`src/rtl/ide_win_pkg.sv`:
```
package ide_win_pkg;

  localparam int DW = 32;
  localparam int AW = 3;

  typedef enum logic [1:0] {
    SZ_BYTE = 2'd0,
    SZ_WORD = 2'd1,
    SZ_DWRD = 2'd2,
    SZ_RSVD = 2'd3
  } size_e;

  typedef struct packed {
    logic          legal;
    logic [AW-1:0] addr;
    logic [1:0]    width;
  } dec_t;

  localparam logic [AW-1:0] CTRL_LIVE_OFF = 3'd2;
  localparam logic [AW-1:0] CTRL_TF_ADDR  = 3'd4;

  function automatic logic [DW-1:0] lane_mask(input logic [1:0] sz);
    case (sz)
      SZ_BYTE: lane_mask = 32'h0000_00FF;
      SZ_WORD: lane_mask = 32'h0000_FFFF;
      default: lane_mask = 32'hFFFF_FFFF;
    endcase
  endfunction

endpackage

```
`src/rtl/ide_win_legal.sv`:
```
module ide_win_legal
  import ide_win_pkg::*;
(
  input  logic          win,
  input  logic [AW-1:0] off,
  input  logic [1:0]    size,
  output dec_t          dec
);

  always_comb begin
    dec = '0;
    if (!win) begin
      if (size == SZ_BYTE) begin
        dec.legal = 1'b1;
        dec.addr  = off;
        dec.width = SZ_BYTE;
      end else if ((size == SZ_WORD || size == SZ_DWRD) && off == '0) begin
        dec.legal = 1'b1;
        dec.addr  = '0;
        dec.width = size;
      end
    end else begin
      if (size == SZ_BYTE && off == CTRL_LIVE_OFF) begin
        dec.legal = 1'b1;
        dec.addr  = CTRL_TF_ADDR;
        dec.width = SZ_BYTE;
      end
    end
  end

endmodule

```
`src/rtl/ide_win_issue.sv`:
```
module ide_win_issue
  import ide_win_pkg::*;
(
  input  logic          clk,
  input  logic          rst_n,
  input  logic          req,
  input  logic          wr,
  input  logic [1:0]    size,
  input  logic [DW-1:0] wdata,
  input  dec_t          dec,
  output logic          tf_rd,
  output logic          tf_wr,
  output logic [AW-1:0] tf_addr,
  output logic [1:0]    tf_width,
  output logic [DW-1:0] tf_wdata,
  output logic          pend_rd,
  output logic          pend_ill,
  output logic [1:0]    pend_size
);

  logic          rd_d, wr_d, prd_d, pill_d;
  logic [AW-1:0] addr_d;
  logic [1:0]    width_d, psize_d;
  logic [DW-1:0] wdata_d;
  logic          load_en;

  assign load_en = req && dec.legal;

  always_comb begin
    rd_d    = req && !wr && dec.legal;
    wr_d    = req &&  wr && dec.legal;
    prd_d   = req && !wr;
    pill_d  = req && !wr && !dec.legal;
    psize_d = size;
    addr_d  = dec.addr;
    width_d = dec.width;
    wdata_d = wdata & lane_mask(dec.width);
  end

  always_ff @(posedge clk or negedge rst_n) begin
    if (!rst_n) begin
      tf_rd     <= 1'b0;
      tf_wr     <= 1'b0;
      pend_rd   <= 1'b0;
      pend_ill  <= 1'b0;
      pend_size <= '0;
      tf_addr   <= '0;
      tf_width  <= '0;
      tf_wdata  <= '0;
    end else begin
      tf_rd    <= rd_d;
      tf_wr    <= wr_d;
      pend_rd  <= prd_d;
      pend_ill <= pill_d;
      if (req) pend_size <= psize_d;
      if (load_en) begin
        tf_addr  <= addr_d;
        tf_width <= width_d;
        tf_wdata <= wdata_d;
      end
    end
  end

  AST_ONE_DIR: assert property (@(posedge clk) disable iff (!rst_n)
    !(tf_rd && tf_wr)) else $error("read and write strobe together");
  AST_WIDE_AT_ZERO: assert property (@(posedge clk) disable iff (!rst_n)
    ((tf_rd || tf_wr) && tf_width != SZ_BYTE) |-> tf_addr == '0)
    else $error("wide transfer off the data port");
  AST_NO_RSVD_WIDTH: assert property (@(posedge clk) disable iff (!rst_n)
    (tf_rd || tf_wr) |-> tf_width != SZ_RSVD)
    else $error("reserved width strobed");

endmodule

```
`src/rtl/ide_win_resp.sv`:
```
module ide_win_resp
  import ide_win_pkg::*;
(
  input  logic          clk,
  input  logic          rst_n,
  input  logic          pend_rd,
  input  logic          pend_ill,
  input  logic [1:0]    pend_size,
  input  logic [1:0]    tf_width,
  input  logic [DW-1:0] tf_rdata,
  output logic          rvalid,
  output logic [DW-1:0] rdata
);

  logic          rvalid_d;
  logic [DW-1:0] rdata_d;

  always_comb begin
    rvalid_d = pend_rd;
    if (pend_ill) rdata_d = lane_mask(pend_size);
    else          rdata_d = tf_rdata & lane_mask(tf_width);
  end

  always_ff @(posedge clk or negedge rst_n) begin
    if (!rst_n) begin
      rvalid <= 1'b0;
      rdata  <= '0;
    end else begin
      rvalid <= rvalid_d;
      if (pend_rd) rdata <= rdata_d;
    end
  end

  AST_FILL_ONES: assert property (@(posedge clk) disable iff (!rst_n)
    (pend_rd && pend_ill && pend_size != SZ_BYTE) |=> rdata[15:0] == 16'hFFFF)
    else $error("absorbed read not all ones");

endmodule

```
`src/rtl/ide_win_decode.sv`:
```
module ide_win_decode
  import ide_win_pkg::*;
(
  input  logic          clk,
  input  logic          rst_n,
  input  logic          host_req,
  input  logic          host_wr,
  input  logic          host_win,
  input  logic [2:0]    host_off,
  input  logic [1:0]    host_size,
  input  logic [31:0]   host_wdata,
  output logic          host_rvalid,
  output logic [31:0]   host_rdata,
  output logic          tf_rd,
  output logic          tf_wr,
  output logic [2:0]    tf_addr,
  output logic [1:0]    tf_width,
  output logic [31:0]   tf_wdata,
  input  logic [31:0]   tf_rdata
);

  dec_t       dec;
  logic       pend_rd, pend_ill;
  logic [1:0] pend_size;

  ide_win_legal u_legal (
    .win  (host_win),
    .off  (host_off),
    .size (host_size),
    .dec  (dec)
  );

  ide_win_issue u_issue (
    .clk       (clk),
    .rst_n     (rst_n),
    .req       (host_req),
    .wr        (host_wr),
    .size      (host_size),
    .wdata     (host_wdata),
    .dec       (dec),
    .tf_rd     (tf_rd),
    .tf_wr     (tf_wr),
    .tf_addr   (tf_addr),
    .tf_width  (tf_width),
    .tf_wdata  (tf_wdata),
    .pend_rd   (pend_rd),
    .pend_ill  (pend_ill),
    .pend_size (pend_size)
  );

  ide_win_resp u_resp (
    .clk       (clk),
    .rst_n     (rst_n),
    .pend_rd   (pend_rd),
    .pend_ill  (pend_ill),
    .pend_size (pend_size),
    .tf_width  (tf_width),
    .tf_rdata  (tf_rdata),
    .rvalid    (host_rvalid),
    .rdata     (host_rdata)
  );

  AST_STROBE_FOLLOWS_REQ: assert property (@(posedge clk) disable iff (!rst_n)
    (tf_rd || tf_wr) |-> $past(host_req)) else $error("strobe without request");
  AST_RESP_LATENCY: assert property (@(posedge clk) disable iff (!rst_n)
    host_rvalid |-> $past(host_req && !host_wr, 2))
    else $error("response at wrong latency");
  AST_CTRL_MAP: assert property (@(posedge clk) disable iff (!rst_n)
    ((tf_rd || tf_wr) && $past(host_win)) |-> (tf_addr == 3'd4 && tf_width == 2'd0))
    else $error("control access mis-mapped");

endmodule

```
`config.mk`:
```
export PLATFORM = sky130hd
export DESIGN_NAME = ide_win_decode
export DESIGN_NICKNAME = d
export VERILOG_FILES = /design/src/rtl/ide_win_pkg.sv /design/src/rtl/ide_win_legal.sv /design/src/rtl/ide_win_issue.sv /design/src/rtl/ide_win_resp.sv /design/src/rtl/ide_win_decode.sv
export SDC_FILE = /design/constraint.sdc
export NUM_CORES = 1
export LEC_CHECK = 0
export ABC_AREA = 1
export ABC_CLOCK_PERIOD_IN_PS = 1500
export BUFFER_PORTS_ARGS = -buffer_cell sky130_fd_sc_hd__buf_2
export CAP_MARGIN = 20
export CORE_MARGIN = 2
export CORE_UTILIZATION = 47
export DETAILED_ROUTE_END_ITERATION = 7
export PLACE_DENSITY = 0.8
export SETUP_SLACK_MARGIN = 0.05
export SKIP_CTS_REPAIR_TIMING = 1
export SLEW_MARGIN = 30
export SYNTH_ARGS = -nofsm -noshare
export SYNTH_HDL_FRONTEND = slang
export SYNTH_HIERARCHICAL = 1
export SYNTH_SLANG_ARGS = --single-unit
```
`constraint.sdc`:
```
create_clock -name clk -period 1.5 [get_ports clk]
set_clock_uncertainty 0.2 [all_clocks]
set_input_delay 0.15 -clock clk [delete_from_list [all_inputs] [get_ports clk]]
set_output_delay 0.15 -clock clk [all_outputs]
set_load 0.005 [all_outputs]
```
==> flow_summary.html, run 1 <==
<table>
<tr><th>Metric</th><th>Value</th></tr>
<tr><th colspan="2">STA</th></tr>
<tr><td>Max Transition Viols Final</td><td>0</td></tr>
<tr><td>Min Clock Period, post-route</td><td>1.41 ns</td></tr>
<tr><td>Final setup viols</td><td>0</td></tr>
<tr><td>Tightest slew margin relative to the limit</td><td>0.642</td></tr>
<tr><td>Setup repair after global routing missed its margin</td><td>false</td></tr>
<tr><td>Number of failing hold endpoints at the final stage</td><td>1</td></tr>
<tr><td>Final worst-path cycle share</td><td>0.943</td></tr>
<tr><td>Actual transition at the worst max-transition pin</td><td>0.534 ns</td></tr>
<tr><td>Timing-limited maximum frequency</td><td>707 MHz</td></tr>
<tr><td>WHS</td><td>-0.0265 ns</td></tr>
<tr><th colspan="2">Yosys</th></tr>
<tr><td>Distinct cell type count of the synthesized netlist</td><td>23</td></tr>
<tr><td>Cell Area, Synth</td><td>0.00330 sq mm</td></tr>
<tr><td>EDFF count, synth</td><td>0</td></tr>
<tr><td>Sequential area share after synthesis</td><td>0.576</td></tr>
<tr><td>Library cell with the largest summed area after synthesis</td><td>sky130_fd_sc_hd__dfrtp_1</td></tr>
<tr><td>Async set-or-reset flop fraction in the synthesized netlist</td><td>1.00</td></tr>
<tr><td>Total nets after synthesis</td><td>457</td></tr>
<tr><td>Instance count of the mapped netlist</td><td>382</td></tr>
<tr><td>Most area-consuming cells after synthesis</td><td>sky130_fd_sc_hd__dfrtp_1 (58%), sky130_fd_sc_hd__nand2_1 (19%), sky130_fd_sc_hd__o21ai_0 (4.1%)</td></tr>
<tr><td>Most frequent cells after synthesis</td><td>sky130_fd_sc_hd__nand2_1 (166), sky130_fd_sc_hd__dfrtp_1 (76), sky130_fd_sc_hd__nor2_1 (35)</td></tr>
<tr><td>Number of synthesis warnings</td><td>6</td></tr>
<tr><td>FF+latch count, synth</td><td>76</td></tr>
<tr><td>Most frequent cell after synthesis</td><td>sky130_fd_sc_hd__nand2_1</td></tr>
<tr><td>Yosys top cell area share</td><td>0.576</td></tr>
<tr><td>Ys flop type</td><td>sky130_fd_sc_hd__dfrtp_1</td></tr>
<tr><td>Mean instance size in the synthesized netlist</td><td>8.65 sq um</td></tr>
<tr><th colspan="2">Critical path</th></tr>
<tr><td>Critical path arrival</td><td>1.47 ns</td></tr>
<tr><td>Cell family contributing the most delay on the critical path</td><td>simple AND/OR/NAND/NOR gates</td></tr>
<tr><td>Setup CP Type</td><td>input port to flop</td></tr>
<tr><td>Number of buffers and inverters on the critical path</td><td>4</td></tr>
<tr><td>Slowest stage delay, CP</td><td>0.25 ns</td></tr>
<tr><td>Highest-delay cell along the critical path</td><td>sky130_fd_sc_hd__ha_4</td></tr>
<tr><td>Crit path cell chain</td><td>buf_2 -&gt; inv_8 -&gt; ha_4 -&gt; inv_2 -&gt; nor2_2 -&gt; nand2_1 -&gt; nor2_2 -&gt; buf_2 -&gt; nand2_1 -&gt; o21ai_1</td></tr>
<tr><td>Max FO, Critical Path</td><td>8</td></tr>
<tr><td>Endpoint kind of the worst setup timing path</td><td>flop</td></tr>
<tr><td>Required time reported for the critical path endpoint</td><td>1.56 ns</td></tr>
<tr><td>CP Launch Type</td><td>input port</td></tr>
<tr><th colspan="2">Global route</th></tr>
<tr><td>Most crowded layer after global routing</td><td>met2</td></tr>
<tr><td>Antenna violations before repair</td><td>0</td></tr>
<tr><td>Gr ovfl total</td><td>0</td></tr>
<tr><td>GR Util met1</td><td>0.244</td></tr>
<tr><td>Met2 track demand over resource in global routing</td><td>0.340</td></tr>
<tr><td>Global routing usage summed across all routing layers</td><td>0.199</td></tr>
<tr><td>Vias in the first global route</td><td>2736</td></tr>
<tr><td>Maximum number of pins on one net before global-route repair</td><td>77</td></tr>
<tr><td>First-pass GRT wire length</td><td>12.0 mm</td></tr>
<tr><td>Met3 Use GR</td><td>0.0518</td></tr>
<tr><th colspan="2">Routing</th></tr>
<tr><td>Post-route ant nets</td><td>0</td></tr>
<tr><td>Routed length per instance</td><td>13.4 um</td></tr>
<tr><td>Number of vias in the routed layout</td><td>3305</td></tr>
<tr><td>Violation count after the first detailed-route iteration</td><td>202</td></tr>
<tr><td>DRC violation count after routing</td><td>0</td></tr>
<tr><td>Detailed-routing iteration count for the pre-antenna-repair pass</td><td>5</td></tr>
<tr><td>Final wirelength</td><td>9.30 mm</td></tr>
<tr><td>Avg Vias per Cell</td><td>4.76</td></tr>
<tr><th colspan="2">Clock tree</th></tr>
<tr><td>Clock net sink count</td><td>76</td></tr>
<tr><td>Clock tree root buffer cell</td><td>sky130_fd_sc_hd__clkbuf_8</td></tr>
<tr><td>Clock Path Buffers</td><td>2</td></tr>
<tr><td>Clock edge transition at the registers on the reported setup and hold paths</td><td>0.08 ns</td></tr>
<tr><td>Clock tree from TritonCTS</td><td>built</td></tr>
<tr><td>Source-to-sink clock delay at the later pin of the worst-skew pair</td><td>0.33 ns</td></tr>
<tr><td>TritonCTS Buffers</td><td>9</td></tr>
<tr><td>H-tree lvl count</td><td>3</td></tr>
<tr><th colspan="2">Floorplan</th></tr>
<tr><td># rows</td><td>30</td></tr>
<tr><td>Standard cell core area</td><td>0.00679 sq mm</td></tr>
<tr><td>I/O pin cnt</td><td>146</td></tr>
<tr><td>Die H</td><td>87.8 um</td></tr>
<tr><td>Die Outline Area</td><td>0.00771 sq mm</td></tr>
<tr><td>Horizontal extent of the die</td><td>87.8 um</td></tr>
<tr><td>Initial core utilization</td><td>0.486</td></tr>
<tr><th colspan="2">Power</th></tr>
<tr><td>Sw Share</td><td>0.246</td></tr>
<tr><td>Comb pwr share</td><td>0.168</td></tr>
<tr><td>Power density normalized to cell area</td><td>974 mW/mm^2</td></tr>
<tr><td>Sw Pwr</td><td>1.20 mW</td></tr>
<tr><td>Register share of total power</td><td>0.480</td></tr>
<tr><td>Internal cell power</td><td>3.66 mW</td></tr>
<tr><td>Clock share of power</td><td>0.352</td></tr>
<tr><td>P_leak</td><td>2.70 nW</td></tr>
<tr><td>Worst VDD drop</td><td>670 uV</td></tr>
<tr><th colspan="2">Status</th></tr>
<tr><td>Violated checks</td><td>hold timing</td></tr>
<tr><td>Status</td><td>complete, but fails checks</td></tr>
<tr><th colspan="2">Placement</th></tr>
<tr><td>Total placed cells including tap cells</td><td>617</td></tr>
<tr><td>Placer's final routability congestion estimate</td><td>0.833</td></tr>
<tr><td>Half-perimeter wire length after detailed placement</td><td>5.38 mm</td></tr>
<tr><td>Port Buf Inserts</td><td>145</td></tr>
<tr><th colspan="2">Final layout</th></tr>
<tr><td>Fraction of final layout cells with drive strength greater than 1</td><td>0.323</td></tr>
<tr><td>Core Util, Final</td><td>0.734</td></tr>
<tr><td>Non-filler instance count after layout</td><td>694</td></tr>
<tr><td>Layout filler cell count</td><td>480</td></tr>
<tr><td>Net total in the final layout</td><td>669</td></tr>
<tr><td>Final antenna diode count</td><td>0</td></tr>
<tr><td>Growth of design area from synthesis to finish</td><td>51.0%</td></tr>
<tr><th colspan="2">Flow run</th></tr>
<tr><td>Max cap viols</td><td>0</td></tr>
<tr><th colspan="2">Hold path</th></tr>
<tr><td>Worst hold path class</td><td>input port to flop</td></tr>
</table>
placed cells by master (no fill, tap or decap), types with 2 or more instances in the layout:
| cell type | netlist | routed |
|---|---|---|
| sky130_fd_sc_hd__o21ai_1 | 5 | 21 |
| sky130_fd_sc_hd__inv_1 | 17 | 14 |
| sky130_fd_sc_hd__a21oi_1 | 16 | 16 |
| sky130_fd_sc_hd__inv_6 | 1 | 2 |
| sky130_fd_sc_hd__clkbuf_8 | 0 | 11 |
| sky130_fd_sc_hd__buf_4 | 2 | 12 |
| sky130_fd_sc_hd__dfrtp_1 | 76 | 75 |
| sky130_fd_sc_hd__nand2_1 | 166 | 164 |
| sky130_fd_sc_hd__bufinv_16 | 0 | 2 |
| sky130_fd_sc_hd__nand3_1 | 10 | 10 |
| sky130_fd_sc_hd__nand2_2 | 0 | 2 |
| sky130_fd_sc_hd__buf_2 | 5 | 145 |
| sky130_fd_sc_hd__o21ai_0 | 27 | 11 |
| sky130_fd_sc_hd__nor2_2 | 0 | 2 |
| sky130_fd_sc_hd__nor2_1 | 35 | 33 |
| sky130_fd_sc_hd__dlygate4sd3_1 | 0 | 60 |
| sky130_fd_sc_hd__buf_12 | 0 | 3 |
per-layer routing:
| metal | share of wire | vias to the layer above |
|---|---|---|
| li1 | - | 1606 |
| met1 | 0.39 | 1513 |
| met2 | 0.51 | 177 |
| met3 | 0.090 | 9 |
| met4 | 0.0098 | 0 |
| met5 | 0 | - |
final cells by class:
type                       count  area, sq um  area share
clock buffer                  11          151      0.0303
clock inverter                 4         72.6      0.0145
inverter                      19         91.3      0.0183
multi-input combinational    267         1160       0.233
sequential                    76         1900       0.381
tap                           96          120      0.0241
timing repair buffer         221         1490       0.298
worst reg2reg max path, delay by kind of cell, from the launching register on:
family             cells  cell delay (ns)
DFF                    1             0.50
AOI/OAI and AO/OA      2             0.57
registers in the layout, summed over array words and instances, names as in the netlist:
register,cells
u_issue/tf_wdata,32
u_issue/tf_addr,3
u_issue/tf_rd,1
u_issue/tf_wr,1
u_issue/pend_rd,1
u_issue/pend_size,2
u_issue/pend_ill,1
u_resp/rvalid,1
u_resp/rdata,32
u_issue/tf_width,2
cell families after synthesis:
family          count (synthesis)  share of synthesized area
compound gates                 50                     0.0803
simple gates                  216                      0.261
buf+inv                        39                     0.0792
fa+ha+maj                       1                    0.00379
flops                          76                      0.576
metrics by stage:
stage          area (sq um)  total power [mW]  worst slack [ns]  setup TNS, ns
2_1_floorplan          3340              2.67           -0.0529          -1.49
3_3_place_gp           4140              3.02            -0.134          -4.21
3_5_place_dp           4140              3.05            -0.218          -5.64
4_1_cts                4370              4.76            0.0370              0
5_1_grt                4990              5.11            0.0105              0
6_report               4990              4.86            0.0851              0
power by group through the flow:
stage          clock network [mW]  logic, mW  registers [mW]
2_1_floorplan                   0      0.291            2.38
3_3_place_gp                    0      0.662            2.36
3_5_place_dp                    0      0.682            2.36
4_1_cts                      1.75      0.683            2.33
5_1_grt                      1.84      0.916            2.35
6_report                     1.71      0.817            2.33
path summary, 6_finish.rpt:
| path | end | slack (ns) | cells past startpoint | from |
|---|---|---|---|---|
| max in group asynchronous | u_issue/pend_ill$_DFF_PN0_ | 0.59 | 3 | rst_n |
| hold / removal | u_issue/tf_addr[0]$_DFFE_PN0P_ | -0.03 | 5 | host_off[0] |
| setup reg to reg | u_resp/rdata[22]$_DFFE_PN0P_ | 0.10 | 2 | u_issue/pend_ill$_DFF_PN0_ |
| setup / recovery | u_issue/tf_wdata[29]$_DFFE_PN0P_ | 0.09 | 10 | host_size[0] |
| min in group asynchronous | u_resp/rdata[10]$_DFFE_PN0P_ | 0.18 | 3 | rst_n |
| hold reg to reg | u_issue/tf_addr[0]$_DFFE_PN0P_ | 0.28 | 2 | u_issue/tf_addr[0]$_DFFE_PN0P_ |
No activity file was read; power rests on OpenSTA's default activity.
==> inputs of run 2 (changes only) <==
--- a/config.mk
+++ b/config.mk
@@ -9,10 +9,12 @@
 export ABC_CLOCK_PERIOD_IN_PS = 1500
 export BUFFER_PORTS_ARGS = -buffer_cell sky130_fd_sc_hd__buf_2
 export CAP_MARGIN = 20
+export CELL_PAD_IN_SITES_DETAIL_PLACEMENT = 1
+export CELL_PAD_IN_SITES_GLOBAL_PLACEMENT = 1
 export CORE_MARGIN = 2
-export CORE_UTILIZATION = 47
+export CORE_UTILIZATION = 34
 export DETAILED_ROUTE_END_ITERATION = 7
-export PLACE_DENSITY = 0.8
+export PLACE_DENSITY_LB_ADDON = 0.1
 export SETUP_SLACK_MARGIN = 0.05
 export SKIP_CTS_REPAIR_TIMING = 1
 export SLEW_MARGIN = 30
==> run 2 against run 1 <==
Net effect:
- sequential cell count unchanged
- critical path depth decreased by 4
- fmax increased by 2.3%
- the flow still finishes with violations (hold timing)
==> flow_summary.html, run 2 (synthesis gave the netlist of run 1 again) <==
<table>
<tr><th>Metric</th><th>Value</th></tr>
<tr><th colspan="2">Status</th></tr>
<tr><td>Status</td><td>complete, but fails checks</td></tr>
<tr><td>Violated checks</td><td>hold timing</td></tr>
<tr><th colspan="2">Floorplan</th></tr>
<tr><td>Standard cell core area</td><td>0.00933 sq mm</td></tr>
<tr><td>Die H</td><td>103 um</td></tr>
<tr><td>Die Outline Area</td><td>0.0105 sq mm</td></tr>
<tr><td>Initial core utilization</td><td>0.354</td></tr>
<tr><td>I/O pin cnt</td><td>146</td></tr>
<tr><td># rows</td><td>35</td></tr>
<tr><td>Horizontal extent of the die</td><td>103 um</td></tr>
<tr><th colspan="2">Critical path</th></tr>
<tr><td>Endpoint kind of the worst setup timing path</td><td>flop</td></tr>
<tr><td>Setup CP Type</td><td>flop to flop</td></tr>
<tr><td>Launch instance of the worst register-to-register path</td><td>u_issue/pend_ill$_DFF_PN0_</td></tr>
<tr><td>Cell count of the worst reg-to-reg path</td><td>6</td></tr>
<tr><td>Max FO, Critical Path</td><td>16</td></tr>
<tr><td>Endpoint of the worst-slack reg-to-reg timing path</td><td>u_resp/rdata[12]$_DFFE_PN0P_</td></tr>
<tr><td>R2r setup slk</td><td>0.12 ns</td></tr>
<tr><td>Critical path arrival</td><td>1.41 ns</td></tr>
<tr><td>CP Launch Type</td><td>flop</td></tr>
<tr><td>Required time reported for the critical path endpoint</td><td>1.53 ns</td></tr>
<tr><th colspan="2">Routing</th></tr>
<tr><td>DRC violation count after routing</td><td>0</td></tr>
<tr><td>Max layer used</td><td>met4</td></tr>
<tr><td>Total met2 wirelength after detailed routing</td><td>5.48 mm</td></tr>
<tr><td>Violation count after the first detailed-route iteration</td><td>87</td></tr>
<tr><td>Wire length on met1</td><td>4.22 mm</td></tr>
<tr><td>WL met3</td><td>600 um</td></tr>
<tr><td>Detailed-routing iteration count for the pre-antenna-repair pass</td><td>4</td></tr>
<tr><td>Final wirelength</td><td>10.5 mm</td></tr>
<tr><td>Avg Vias per Cell</td><td>4.51</td></tr>
<tr><td>Routed length per instance</td><td>14.4 um</td></tr>
<tr><td>Number of vias in the routed layout</td><td>3286</td></tr>
<tr><td>Post-route ant nets</td><td>0</td></tr>
<tr><th colspan="2">Final layout</th></tr>
<tr><td>Most common library cell in the layout ignoring fill and taps</td><td>sky130_fd_sc_hd__nand2_1</td></tr>
<tr><td>Registers with the most flip-flops</td><td>u_issue/tf_wdata (32), u_resp/rdata (32), u_issue/tf_addr (3)</td></tr>
<tr><td>Highest-count cells in the layout ignoring fill and taps</td><td>sky130_fd_sc_hd__nand2_1 (164), sky130_fd_sc_hd__buf_2 (144), sky130_fd_sc_hd__dfrtp_1 (76)</td></tr>
<tr><td>Final antenna diode count</td><td>0</td></tr>
<tr><td>Fraction of final layout cells with drive strength greater than 1</td><td>0.322</td></tr>
<tr><td>Net total in the final layout</td><td>670</td></tr>
<tr><td>Growth of design area from synthesis to finish</td><td>52.8%</td></tr>
<tr><td>Core Util, Final</td><td>0.541</td></tr>
<tr><th colspan="2">Hold path</th></tr>
<tr><td>Endpoint, Worst Hold</td><td>u_issue/tf_addr[0]$_DFFE_PN0P_</td></tr>
<tr><td>Number of cells on the worst hold path</td><td>5</td></tr>
<tr><td>Worst hold path class</td><td>input port to flop</td></tr>
<tr><td>Source of the worst hold timing path</td><td>host_off[0]</td></tr>
<tr><th colspan="2">Clock tree</th></tr>
<tr><td>TritonCTS Buffers</td><td>9</td></tr>
<tr><td>Clock tree root buffer cell</td><td>sky130_fd_sc_hd__clkbuf_8</td></tr>
<tr><td>Clock net sink count</td><td>76</td></tr>
<tr><td>Clock tree from TritonCTS</td><td>built</td></tr>
<tr><td>H-tree lvl count</td><td>3</td></tr>
<tr><td>Source-to-sink clock delay at the later pin of the worst-skew pair</td><td>0.34 ns</td></tr>
<tr><td>Clock Path Buffers</td><td>2</td></tr>
<tr><td>Clock edge transition at the registers on the reported setup and hold paths</td><td>0.09 ns</td></tr>
<tr><th colspan="2">Global route</th></tr>
<tr><td>Gr ovfl total</td><td>0</td></tr>
<tr><td>Maximum number of pins on one net before global-route repair</td><td>77</td></tr>
<tr><td>Global routing usage summed across all routing layers</td><td>0.176</td></tr>
<tr><td>Vias in the first global route</td><td>3047</td></tr>
<tr><td>Antenna violations before repair</td><td>0</td></tr>
<tr><td>First-pass GRT wire length</td><td>14.5 mm</td></tr>
<tr><th colspan="2">STA</th></tr>
<tr><td>Setup repair after global routing missed its margin</td><td>true</td></tr>
<tr><td>Final worst-path cycle share</td><td>0.922</td></tr>
<tr><td>Worst setup slack after layout</td><td>0.117 ns</td></tr>
<tr><td>Tightest slew margin relative to the limit</td><td>0.712</td></tr>
<tr><td>Timing-limited maximum frequency</td><td>723 MHz</td></tr>
<tr><td>Max Transition Viols Final</td><td>0</td></tr>
<tr><td>WHS</td><td>-0.0504 ns</td></tr>
<tr><td>Actual transition at the worst max-transition pin</td><td>0.431 ns</td></tr>
<tr><td>Final setup viols</td><td>0</td></tr>
<tr><td>Number of failing hold endpoints at the final stage</td><td>7</td></tr>
<tr><td>Min Clock Period, post-route</td><td>1.38 ns</td></tr>
<tr><th colspan="2">Power</th></tr>
<tr><td>Worst VDD drop</td><td>519 uV</td></tr>
<tr><td>Power density normalized to cell area</td><td>961 mW/mm^2</td></tr>
<tr><td>P_leak</td><td>2.70 nW</td></tr>
<tr><th colspan="2">Placement</th></tr>
<tr><td>Placer's final routability congestion estimate</td><td>0.738</td></tr>
<tr><td>Worst Setup Slack post-DPL</td><td>-0.219 ns</td></tr>
<tr><td>Half-perimeter wire length after detailed placement</td><td>6.52 mm</td></tr>
<tr><td>Port Buf Inserts</td><td>145</td></tr>
<tr><th colspan="2">Flow run</th></tr>
<tr><td>Max cap viols</td><td>0</td></tr>
</table>
[run 2: worst max-delay path, cell delays in order, from the launching register on]
cell,delay (ns)
sky130_fd_sc_hd__dfrtp_1,0.53
sky130_fd_sc_hd__buf_4,0.27
sky130_fd_sc_hd__nor2_1,0.07
sky130_fd_sc_hd__nand2_1,0.06
sky130_fd_sc_hd__nand2_1,0.06
sky130_fd_sc_hd__nand2_1,0.05
sky130_fd_sc_hd__nand2_1,0.04
[run 2: final cells by class]
type	count	area [sq um]
Clock buffer	10	128
Inverter	19	91.3
Clock inverter	5	77.6
Tap cell	129	161
Timing Repair Buffer	222	1520
Sequential cell	76	1900
Fill cell	1143	4280
Multi-Input combinational cell	267	1160
[run 2: metrics by stage]
stage          cell area, sq um  power [mW]  std cells  TNS [ns]
2_1_floorplan              3340        2.67        382     -1.49
3_3_place_gp               4230        3.06        653     -5.59
3_5_place_dp               4230        3.08        653     -6.39
4_1_cts                    4440        4.79        668         0
5_1_grt                    5050        5.08        728         0
6_report                   5050        4.85        728         0
[run 2: worst max-delay path by stage]
stage                                    start                          endpoint  slack (ns)  cells after the start
2_1_floorplan                     host_size[0]  u_issue/tf_wdata[10]$_DFFE_PN0P_       -0.05                     12
3_3_place_gp                      host_size[1]  u_issue/tf_wdata[13]$_DFFE_PN0P_       -0.18                      9
3_5_place_dp                      host_size[1]  u_issue/tf_wdata[12]$_DFFE_PN0P_       -0.22                      9
4_1_cts        u_issue/tf_width[1]$_DFFE_PN0P_      u_resp/rdata[12]$_DFFE_PN0P_        0.05                      6
5_1_grt             u_issue/pend_ill$_DFF_PN0_      u_resp/rdata[10]$_DFFE_PN0P_        0.01                      6
6_report            u_issue/pend_ill$_DFF_PN0_      u_resp/rdata[12]$_DFFE_PN0P_        0.12                      6
[run 2: power by group]
part | total (mW) | switching (mW) | internal (mW) | leakage, nW
logic | 0.846 | 0.416 | 0.430 | 1.61
clock network | 1.68 | 0.751 | 0.924 | 0.102
registers | 2.33 | 0.0995 | 2.23 | 0.988
total | 4.85 | 1.27 | 3.58 | 2.70
[run 2: metal layers]
layer / vias up / global-route usage
met2: 94 / 0.300
li1: 1610 / -
met5: - / 0
met4: 0 / 0.0636
met1: 1568 / 0.221
met3: 14 / 0.0366
